[config.mk]
export PLATFORM = sky130hd
export DESIGN_NAME = updown_capture_timer
export DESIGN_NICKNAME = d
export VERILOG_FILES = /design/src/rtl/utm_pkg.sv /design/src/rtl/utm_pin_sync.sv /design/src/rtl/utm_count_core.sv /design/src/rtl/updown_capture_timer.sv
export SDC_FILE = /design/constraint.sdc
export NUM_CORES = 1
export LEC_CHECK = 0
export BUFFER_PORTS_ARGS = -buffer_cell sky130_fd_sc_hd__buf_2
export CAP_MARGIN = 40
export CELL_PAD_IN_SITES_DETAIL_PLACEMENT = 1
export CELL_PAD_IN_SITES_GLOBAL_PLACEMENT = 2
export CORE_AREA = 3 3 129 131
export DETAILED_ROUTE_END_ITERATION = 10
export DIE_AREA = 0 0 132 134
export GPL_TIMING_DRIVEN = 1
export PLACE_DENSITY = 0.66
export SLEW_MARGIN = 20
export SYNTH_ARGS = -nofsm -noshare
export SYNTH_HDL_FRONTEND = slang
export SYNTH_SLANG_ARGS = --single-unit
[constraint.sdc]
create_clock -name clk -period 3.9 [get_ports clk]
set_input_delay 0.78 -clock clk [delete_from_list [all_inputs] [get_ports clk]]
set_output_delay 0.78 -clock clk [all_outputs]
set_load 0.02 [all_outputs]
[src/rtl/utm_pkg.sv]
package utm_pkg;
  localparam int DATA_W = 8;
  localparam int ADDR_W = 3;
  localparam int CNT_W  = 2 * DATA_W;

  localparam logic [ADDR_W-1:0] A_CTRL   = 3'd0;
  localparam logic [ADDR_W-1:0] A_MODE   = 3'd1;
  localparam logic [ADDR_W-1:0] A_CNT_LO = 3'd2;
  localparam logic [ADDR_W-1:0] A_CNT_HI = 3'd3;
  localparam logic [ADDR_W-1:0] A_RLD_LO = 3'd4;
  localparam logic [ADDR_W-1:0] A_RLD_HI = 3'd5;

  typedef struct packed {
    logic ovf;
    logic xflag;
    logic brx;
    logic btx;
    logic xen;
    logic run;
    logic csel;
    logic cap;
  } ctrl_t;
endpackage

[src/rtl/utm_pin_sync.sv]
module utm_pin_sync #(
  parameter int STAGES = 2
) (
  input  logic clk,
  input  logic rst,
  input  logic sample_en,
  input  logic pin,
  output logic cur,
  output logic prev
);
  logic [STAGES-1:0] sh_q;

  always_ff @(posedge clk) begin
    if (rst) begin
      sh_q <= '0;
      prev <= 1'b0;
    end else begin
      sh_q <= {sh_q[STAGES-2:0], pin};
      if (sample_en) prev <= sh_q[STAGES-1];
    end
  end

  assign cur = sh_q[STAGES-1];

  assert_prev_follows_R1: assert property (@(posedge clk) disable iff (rst)
    sample_en |=> (prev == $past(cur)));
endmodule

[src/rtl/utm_count_core.sv]
module utm_count_core #(
  parameter int W = 16
) (
  input  logic         clk,
  input  logic         rst,
  input  logic         tick,
  input  logic         down,
  input  logic         ovf_reload,
  input  logic         trig_reload,
  input  logic         capture,
  input  logic         cnt_wr_lo,
  input  logic         cnt_wr_hi,
  input  logic         rld_wr_lo,
  input  logic         rld_wr_hi,
  input  logic [W/2-1:0] wdata,
  output logic [W-1:0] cnt,
  output logic [W-1:0] rld,
  output logic         wrap
);
  localparam int HW = W / 2;
  localparam logic [W-1:0] ALL1 = '1;

  logic [W-1:0] cnt_nx;

  assign wrap = tick & (down ? (cnt == rld) : (cnt == ALL1));

  always_comb begin
    cnt_nx = cnt;
    if (tick) begin
      if (down) cnt_nx = (cnt == rld) ? ALL1 : cnt - 1'b1;
      else if (cnt == ALL1) cnt_nx = ovf_reload ? rld : '0;
      else cnt_nx = cnt + 1'b1;
    end
    if (trig_reload) cnt_nx = rld;
    if (cnt_wr_lo) cnt_nx[HW-1:0] = wdata;
    if (cnt_wr_hi) cnt_nx[W-1:HW] = wdata;
  end

  always_ff @(posedge clk) begin
    if (rst) begin
      cnt <= '0;
      rld <= '0;
    end else begin
      cnt <= cnt_nx;
      if (capture) rld <= cnt;
      if (rld_wr_lo) rld[HW-1:0] <= wdata;
      if (rld_wr_hi) rld[W-1:HW] <= wdata;
    end
  end

  logic no_wr;
  assign no_wr = !cnt_wr_lo && !cnt_wr_hi && !rld_wr_lo && !rld_wr_hi;

  assert_up_reload_R2: assert property (@(posedge clk) disable iff (rst)
    (tick && !down && cnt == ALL1 && ovf_reload && !trig_reload && no_wr)
      |=> (cnt == $past(rld)));
  assert_down_underflow_R5: assert property (@(posedge clk) disable iff (rst)
    (tick && down && cnt == rld && !trig_reload && no_wr) |=> (cnt == ALL1));
  assert_hold_R8: assert property (@(posedge clk) disable iff (rst)
    (!tick && !trig_reload && no_wr) |=> $stable(cnt));
endmodule

[src/rtl/updown_capture_timer.sv]
module updown_capture_timer #(
  parameter int SYNC_STAGES = 2
) (
  input  logic       clk,
  input  logic       rst,
  input  logic       cyc_en,
  input  logic       fast_en,
  input  logic       cnt_pin,
  input  logic       trig_pin,
  input  logic       wr_en,
  input  logic [2:0] wr_addr,
  input  logic [7:0] wr_data,
  input  logic [2:0] rd_addr,
  output logic [7:0] rd_data,
  output logic       ovf_flag,
  output logic       ext_flag,
  output logic       irq,
  output logic       baud_tick
);
  import utm_pkg::*;

  localparam int NPINS = 2;
  localparam int P_CNT = 0;
  localparam int P_TRG = 1;

  ctrl_t ctrl_q;
  logic  updn_q;

  logic [NPINS-1:0] pins, p_cur, p_prev, p_fall;
  assign pins = {trig_pin, cnt_pin};

  for (genvar g = 0; g < NPINS; g++) begin : g_sync
    utm_pin_sync #(.STAGES(SYNC_STAGES)) i_sync (
      .clk(clk), .rst(rst), .sample_en(cyc_en), .pin(pins[g]),
      .cur(p_cur[g]), .prev(p_prev[g])
    );
    assign p_fall[g] = cyc_en & p_prev[g] & ~p_cur[g];
  end

  logic baud, tick, down, trig_ev, trig_reload, capture, ovf_reload;
  logic wrap, ovf_set, xflag_set, ctrl_wr;
  logic [CNT_W-1:0] cnt, rld;

  assign baud        = ctrl_q.btx | ctrl_q.brx;
  assign tick        = ctrl_q.run & (ctrl_q.csel ? p_fall[P_CNT] : (baud ? fast_en : cyc_en));
  assign down        = updn_q & ~baud & ~ctrl_q.cap & ~p_cur[P_TRG];
  assign trig_ev     = ctrl_q.xen & p_fall[P_TRG];
  assign trig_reload = trig_ev & ctrl_q.run & ~ctrl_q.cap & ~baud & ~updn_q;
  assign capture     = trig_ev & ctrl_q.cap & ~baud;
  assign ovf_reload  = baud | ~ctrl_q.cap;
  assign xflag_set   = trig_ev & (baud | ctrl_q.cap | ~updn_q);
  assign ovf_set     = wrap & ~baud;
  assign ctrl_wr     = wr_en && wr_addr == A_CTRL;

  utm_count_core #(.W(CNT_W)) i_core (
    .clk(clk), .rst(rst), .tick(tick), .down(down), .ovf_reload(ovf_reload),
    .trig_reload(trig_reload), .capture(capture),
    .cnt_wr_lo(wr_en && wr_addr == A_CNT_LO), .cnt_wr_hi(wr_en && wr_addr == A_CNT_HI),
    .rld_wr_lo(wr_en && wr_addr == A_RLD_LO), .rld_wr_hi(wr_en && wr_addr == A_RLD_HI),
    .wdata(wr_data), .cnt(cnt), .rld(rld), .wrap(wrap)
  );

  always_ff @(posedge clk) begin
    if (rst) begin
      ctrl_q    <= '0;
      updn_q    <= 1'b0;
      baud_tick <= 1'b0;
      rd_data   <= '0;
    end else begin
      if (ctrl_wr) ctrl_q <= ctrl_t'(wr_data);
      if (ovf_set) ctrl_q.ovf <= 1'b1;
      if (xflag_set) ctrl_q.xflag <= 1'b1;
      if (wr_en && wr_addr == A_MODE) updn_q <= wr_data[0];
      baud_tick <= wrap & baud;
      case (rd_addr)
        A_CTRL:   rd_data <= ctrl_q;
        A_MODE:   rd_data <= {7'd0, updn_q};
        A_CNT_LO: rd_data <= cnt[DATA_W-1:0];
        A_CNT_HI: rd_data <= cnt[CNT_W-1:DATA_W];
        A_RLD_LO: rd_data <= rld[DATA_W-1:0];
        A_RLD_HI: rd_data <= rld[CNT_W-1:DATA_W];
        default:  rd_data <= '0;
      endcase
    end
  end

  assign ovf_flag = ctrl_q.ovf;
  assign ext_flag = ctrl_q.xflag;
  assign irq      = ctrl_q.ovf | ctrl_q.xflag;

  assert_baud_no_ovf_R7: assert property (@(posedge clk) disable iff (rst)
    (baud && !ctrl_q.ovf && !ctrl_wr) |=> !ctrl_q.ovf);
  assert_flag_sticky_R10: assert property (@(posedge clk) disable iff (rst)
    (ctrl_q.ovf && !ctrl_wr) |=> ctrl_q.ovf);
  assert_xen_off_R11: assert property (@(posedge clk) disable iff (rst)
    (!ctrl_q.xen && !ctrl_q.xflag && !ctrl_wr) |=> !ctrl_q.xflag);
  assert_fall_single_R1: assert property (@(posedge clk) disable iff (rst)
    p_fall[P_CNT] |=> !p_fall[P_CNT]);
endmodule

==> flow_metrics.py <==
metrics = {
    "outcome": {
        "status": "finished, final reports clean",
    },
    "logic_synthesis": {
        "synth.most_common_cell": "nor2_1",
        "syn_inst": 528,
        "yosys.area.top_type": "dfxtp_1",
        "synthArstFlopShare_pct": 0,
        "synth.area.top_cells": "dfxtp_1 28%, xnor2_1 7.2%, nor2_1 5.9%",
        "synthDistinctLibCells": 71,
        "netlist_top_cells_count": "63 x nor2_1, 56 x dfxtp_1, 53 x nand2_1",
        "netlist_area_um2": 4040,
        "synth_top_area_share_pct": 27.7,
        "ys_ff_latch": 56,
        "synth_seq_area_share_pct": 27.7,
        "synthFlopType": "dfxtp_1",
        "syn-num-nets": 551,
        "synth_edf_count": 0,
        "yosys_warnings": 0,
        "synth_area_per_cell_um2": 7.65,
    },
    "worst_setup_path": {
        "cp.arrival_ns": 2.95,
        "worstPathMaxFanout": 11,
        "critPathKind": "reg2reg",
        "reg2reg_to": "i_core.cnt[4]$_SDFFE_PP0P_",
        "required_ns": 4.12,
        "setup.worst_path.start_class": "register",
        "r2r_cells": 7,
        "r2r_start": "i_core.cnt[5]$_SDFFE_PP0P_",
        "r2r_slack_ns": 1.17,
        "worst_setup_path_end_kind": "register",
    },
    "timing": {
        "max_slew_margin_pct": 49.1,
        "setup_violations": 0,
        "final_max_slew_viol_count": 0,
        "finalCritPeriodShare_pct": 70.0,
        "hold_violations": 0,
        "rsz0062_at_grt": "no",
        "final.setup.worst_slack_ns": 1.17,
        "hold_slack_ns": 0.444,
        "tns_ns": 0,
        "fmax_ghz": 0.366,
        "fin_crit_ns": 2.73,
        "fin_skew_ns": 0.00459,
        "worstMarginPinSlew_ns": 0.761,
    },
    "pwr": {
        "cellPowerDensity_nw_per_um2": 309,
        "peakVddDrop_mv": 0.179,
        "leakage_nw": 1.48,
    },
    "place": {
        "pre_cts_slack_ns": 1.19,
        "port_buffers": 32,
        "place.gp.congestion": 0.907,
        "dp_hpwl_um": 12400,
    },
    "job": {
        "drv_cap": 0,
    },
    "routing": {
        "ant_nets": 0,
        "drt-total-wl_um": 17000,
        "vias": 4259,
        "drc": 0,
        "wl_per_cell_um": 22.7,
        "first_pass_iters": 5,
        "via_per_inst": 5.68,
        "drt_iter0_markers": 283,
    },
    "floorplan": {
        "ios": 33,
        "dieArea_um2": 17700,
        "die_height_um": 134,
        "core_um2": 15700,
        "num_rows": 46,
        "start_util_pct": 25.7,
        "die_w_um": 132,
    },
    "cts": {
        "root_buffer": "clkbuf_16",
        "cts_htree_levels": 2,
        "clkSlewWorstSetupHoldPaths_ns": 0.08,
        "cts_tree": "done",
        "cts_resized": 0,
        "numCtsBuffers": 5,
        "postCtsSetupRepairBufs": 0,
        "cts.sinks": 56,
        "ctsHoldBuffers": 0,
        "clock_latency_ns": 0.31,
        "cts_buffer_depth": 2,
    },
    "finish": {
        "nets": 556,
        "fillers": 1921,
        "finish.utilization_pct": 28.6,
        "diodes": 0,
        "drive_gt1_share_pct": 13.3,
        "area_growth_syn_to_layout_pct": 11.1,
    },
    "worst_hold_path": {
        "min_to": "g_sync[0].i_sync.sh_q[1]$_SDFF_PP0_",
        "hold-path-cell-count": 1,
        "min_path_type": "reg2reg",
        "holdCritStartpoint": "g_sync[0].i_sync.sh_q[0]$_SDFF_PP0_",
    },
    "grt": {
        "grt_max_degree": 30,
        "gr-total-overflow": 0,
        "antenna_found_initial": 0,
        "grt_usage_pct": 18.9,
        "grt_pass1_wl_um": 25900,
        "grt_pass1_vias": 4189,
    },
}
-- area by class of cell --
class,count,area (µm²),area share (%)
Multi-Input combinational cell,420,2690,59.8
Sequential cell,56,1120,25.0
Tap cell,216,270,6.02
Timing Repair Buffer,43,240,5.35
Clock buffer,5,125,2.79
Inverter,7,26.3,0.585
Clock inverter,3,22.5,0.502
-- worst max-delay path by stage --
| stage | end | slack (ns) | start | cells after the start |
|---|---|---|---|---|
| global route | i_core.cnt[4]$_SDFFE_PP0P_ | 1.04 | i_core.cnt[5]$_SDFFE_PP0P_ | 7 |
| CTS | i_core.cnt[4]$_SDFFE_PP0P_ | 1.19 | i_core.cnt[5]$_SDFFE_PP0P_ | 7 |
| finish | i_core.cnt[4]$_SDFFE_PP0P_ | 1.17 | i_core.cnt[5]$_SDFFE_PP0P_ | 7 |
| detailed placement | i_core.cnt[11]$_SDFFE_PP0P_ | 1.19 | cyc_en | 7 |
| global placement | i_core.cnt[5]$_SDFFE_PP0P_ | 1.03 | cyc_en | 7 |
| floorplan | i_core.cnt[11]$_SDFFE_PP0P_ | 1.52 | cyc_en | 8 |
-- state kept, by name (all words and copies together), names as in the netlist --
signal,flops
rd_data,8
ext_flag,1
ctrl_q,6
baud_tick,1
g_sync.i_sync.prev,2
g_sync.i_sync.sh_q,4
i_core.cnt,16
i_core.rld,16
updn_q,1
ovf_flag,1
-- critical path: stages (launching register included) --
cell and delay, ns:
dfxtp_1 0.60, buf_4 0.24, xnor2_1 0.12, nand4_1 0.17
nor4_4 0.56, nor2_2 0.26, a221o_1 0.42, a311oi_1 0.26
-- power by group --
group          switching, W  total (W)  internal [W]
Clock              0.000245   0.000487      0.000242
Sequential        0.0000441   0.000634      0.000590
Combinational      0.000158   0.000267      0.000109
Total              0.000447    0.00139      0.000941
-- logic make-up (layout without fill, tap and decap cells) --
| group | count (synthesis) | in the layout | synth area share [%] |
|---|---|---|---|
| AND/OR/NAND/NOR | 222 | 222 | 29.5 |
| AO/OA/AOI/OAI | 144 | 144 | 24.6 |
| flip-flops | 56 | 56 | 27.7 |
| buffers and inverters | 52 | 58 | 5.82 |
| XOR/XNOR | 38 | 38 | 8.24 |
| multiplexers | 14 | 14 | 3.47 |
| adder cells (fa/ha/maj) | 2 | 2 | 0.619 |
-- cell usage in the layout, fill, tap and decap left out, drive strengths merged, types with 14 or more instances in the layout --
master,instances
buf,42
a21oi,35
mux2i,14
nand2,53
a311oi,21
xnor2,33
o21ai,29
nor2,67
nor3,21
dfxtp,56
-- routing by layer --
metal  track usage [%]  vias to the layer above  part of all wire [%]
li1                  -                     1964                     -
met4              5.54                        0                   2.6
met1              26.0                     2134                    46
met2              29.6                      133                    45
met5                 0                        -                     0
met3              4.24                       28                   6.3
-- stage by stage --
step / instance area [µm²] / power [W] / cells
2_1_floorplan: 4040 / 0.000823 / 528
3_3_place_gp: 4330 / 0.000907 / 740
3_5_place_dp: 4340 / 0.000912 / 741
4_1_cts: 4490 / 0.00140 / 749
5_1_grt: 4490 / 0.00145 / 750
6_report: 4490 / 0.00139 / 750
(Power assumes the default switching activity.)
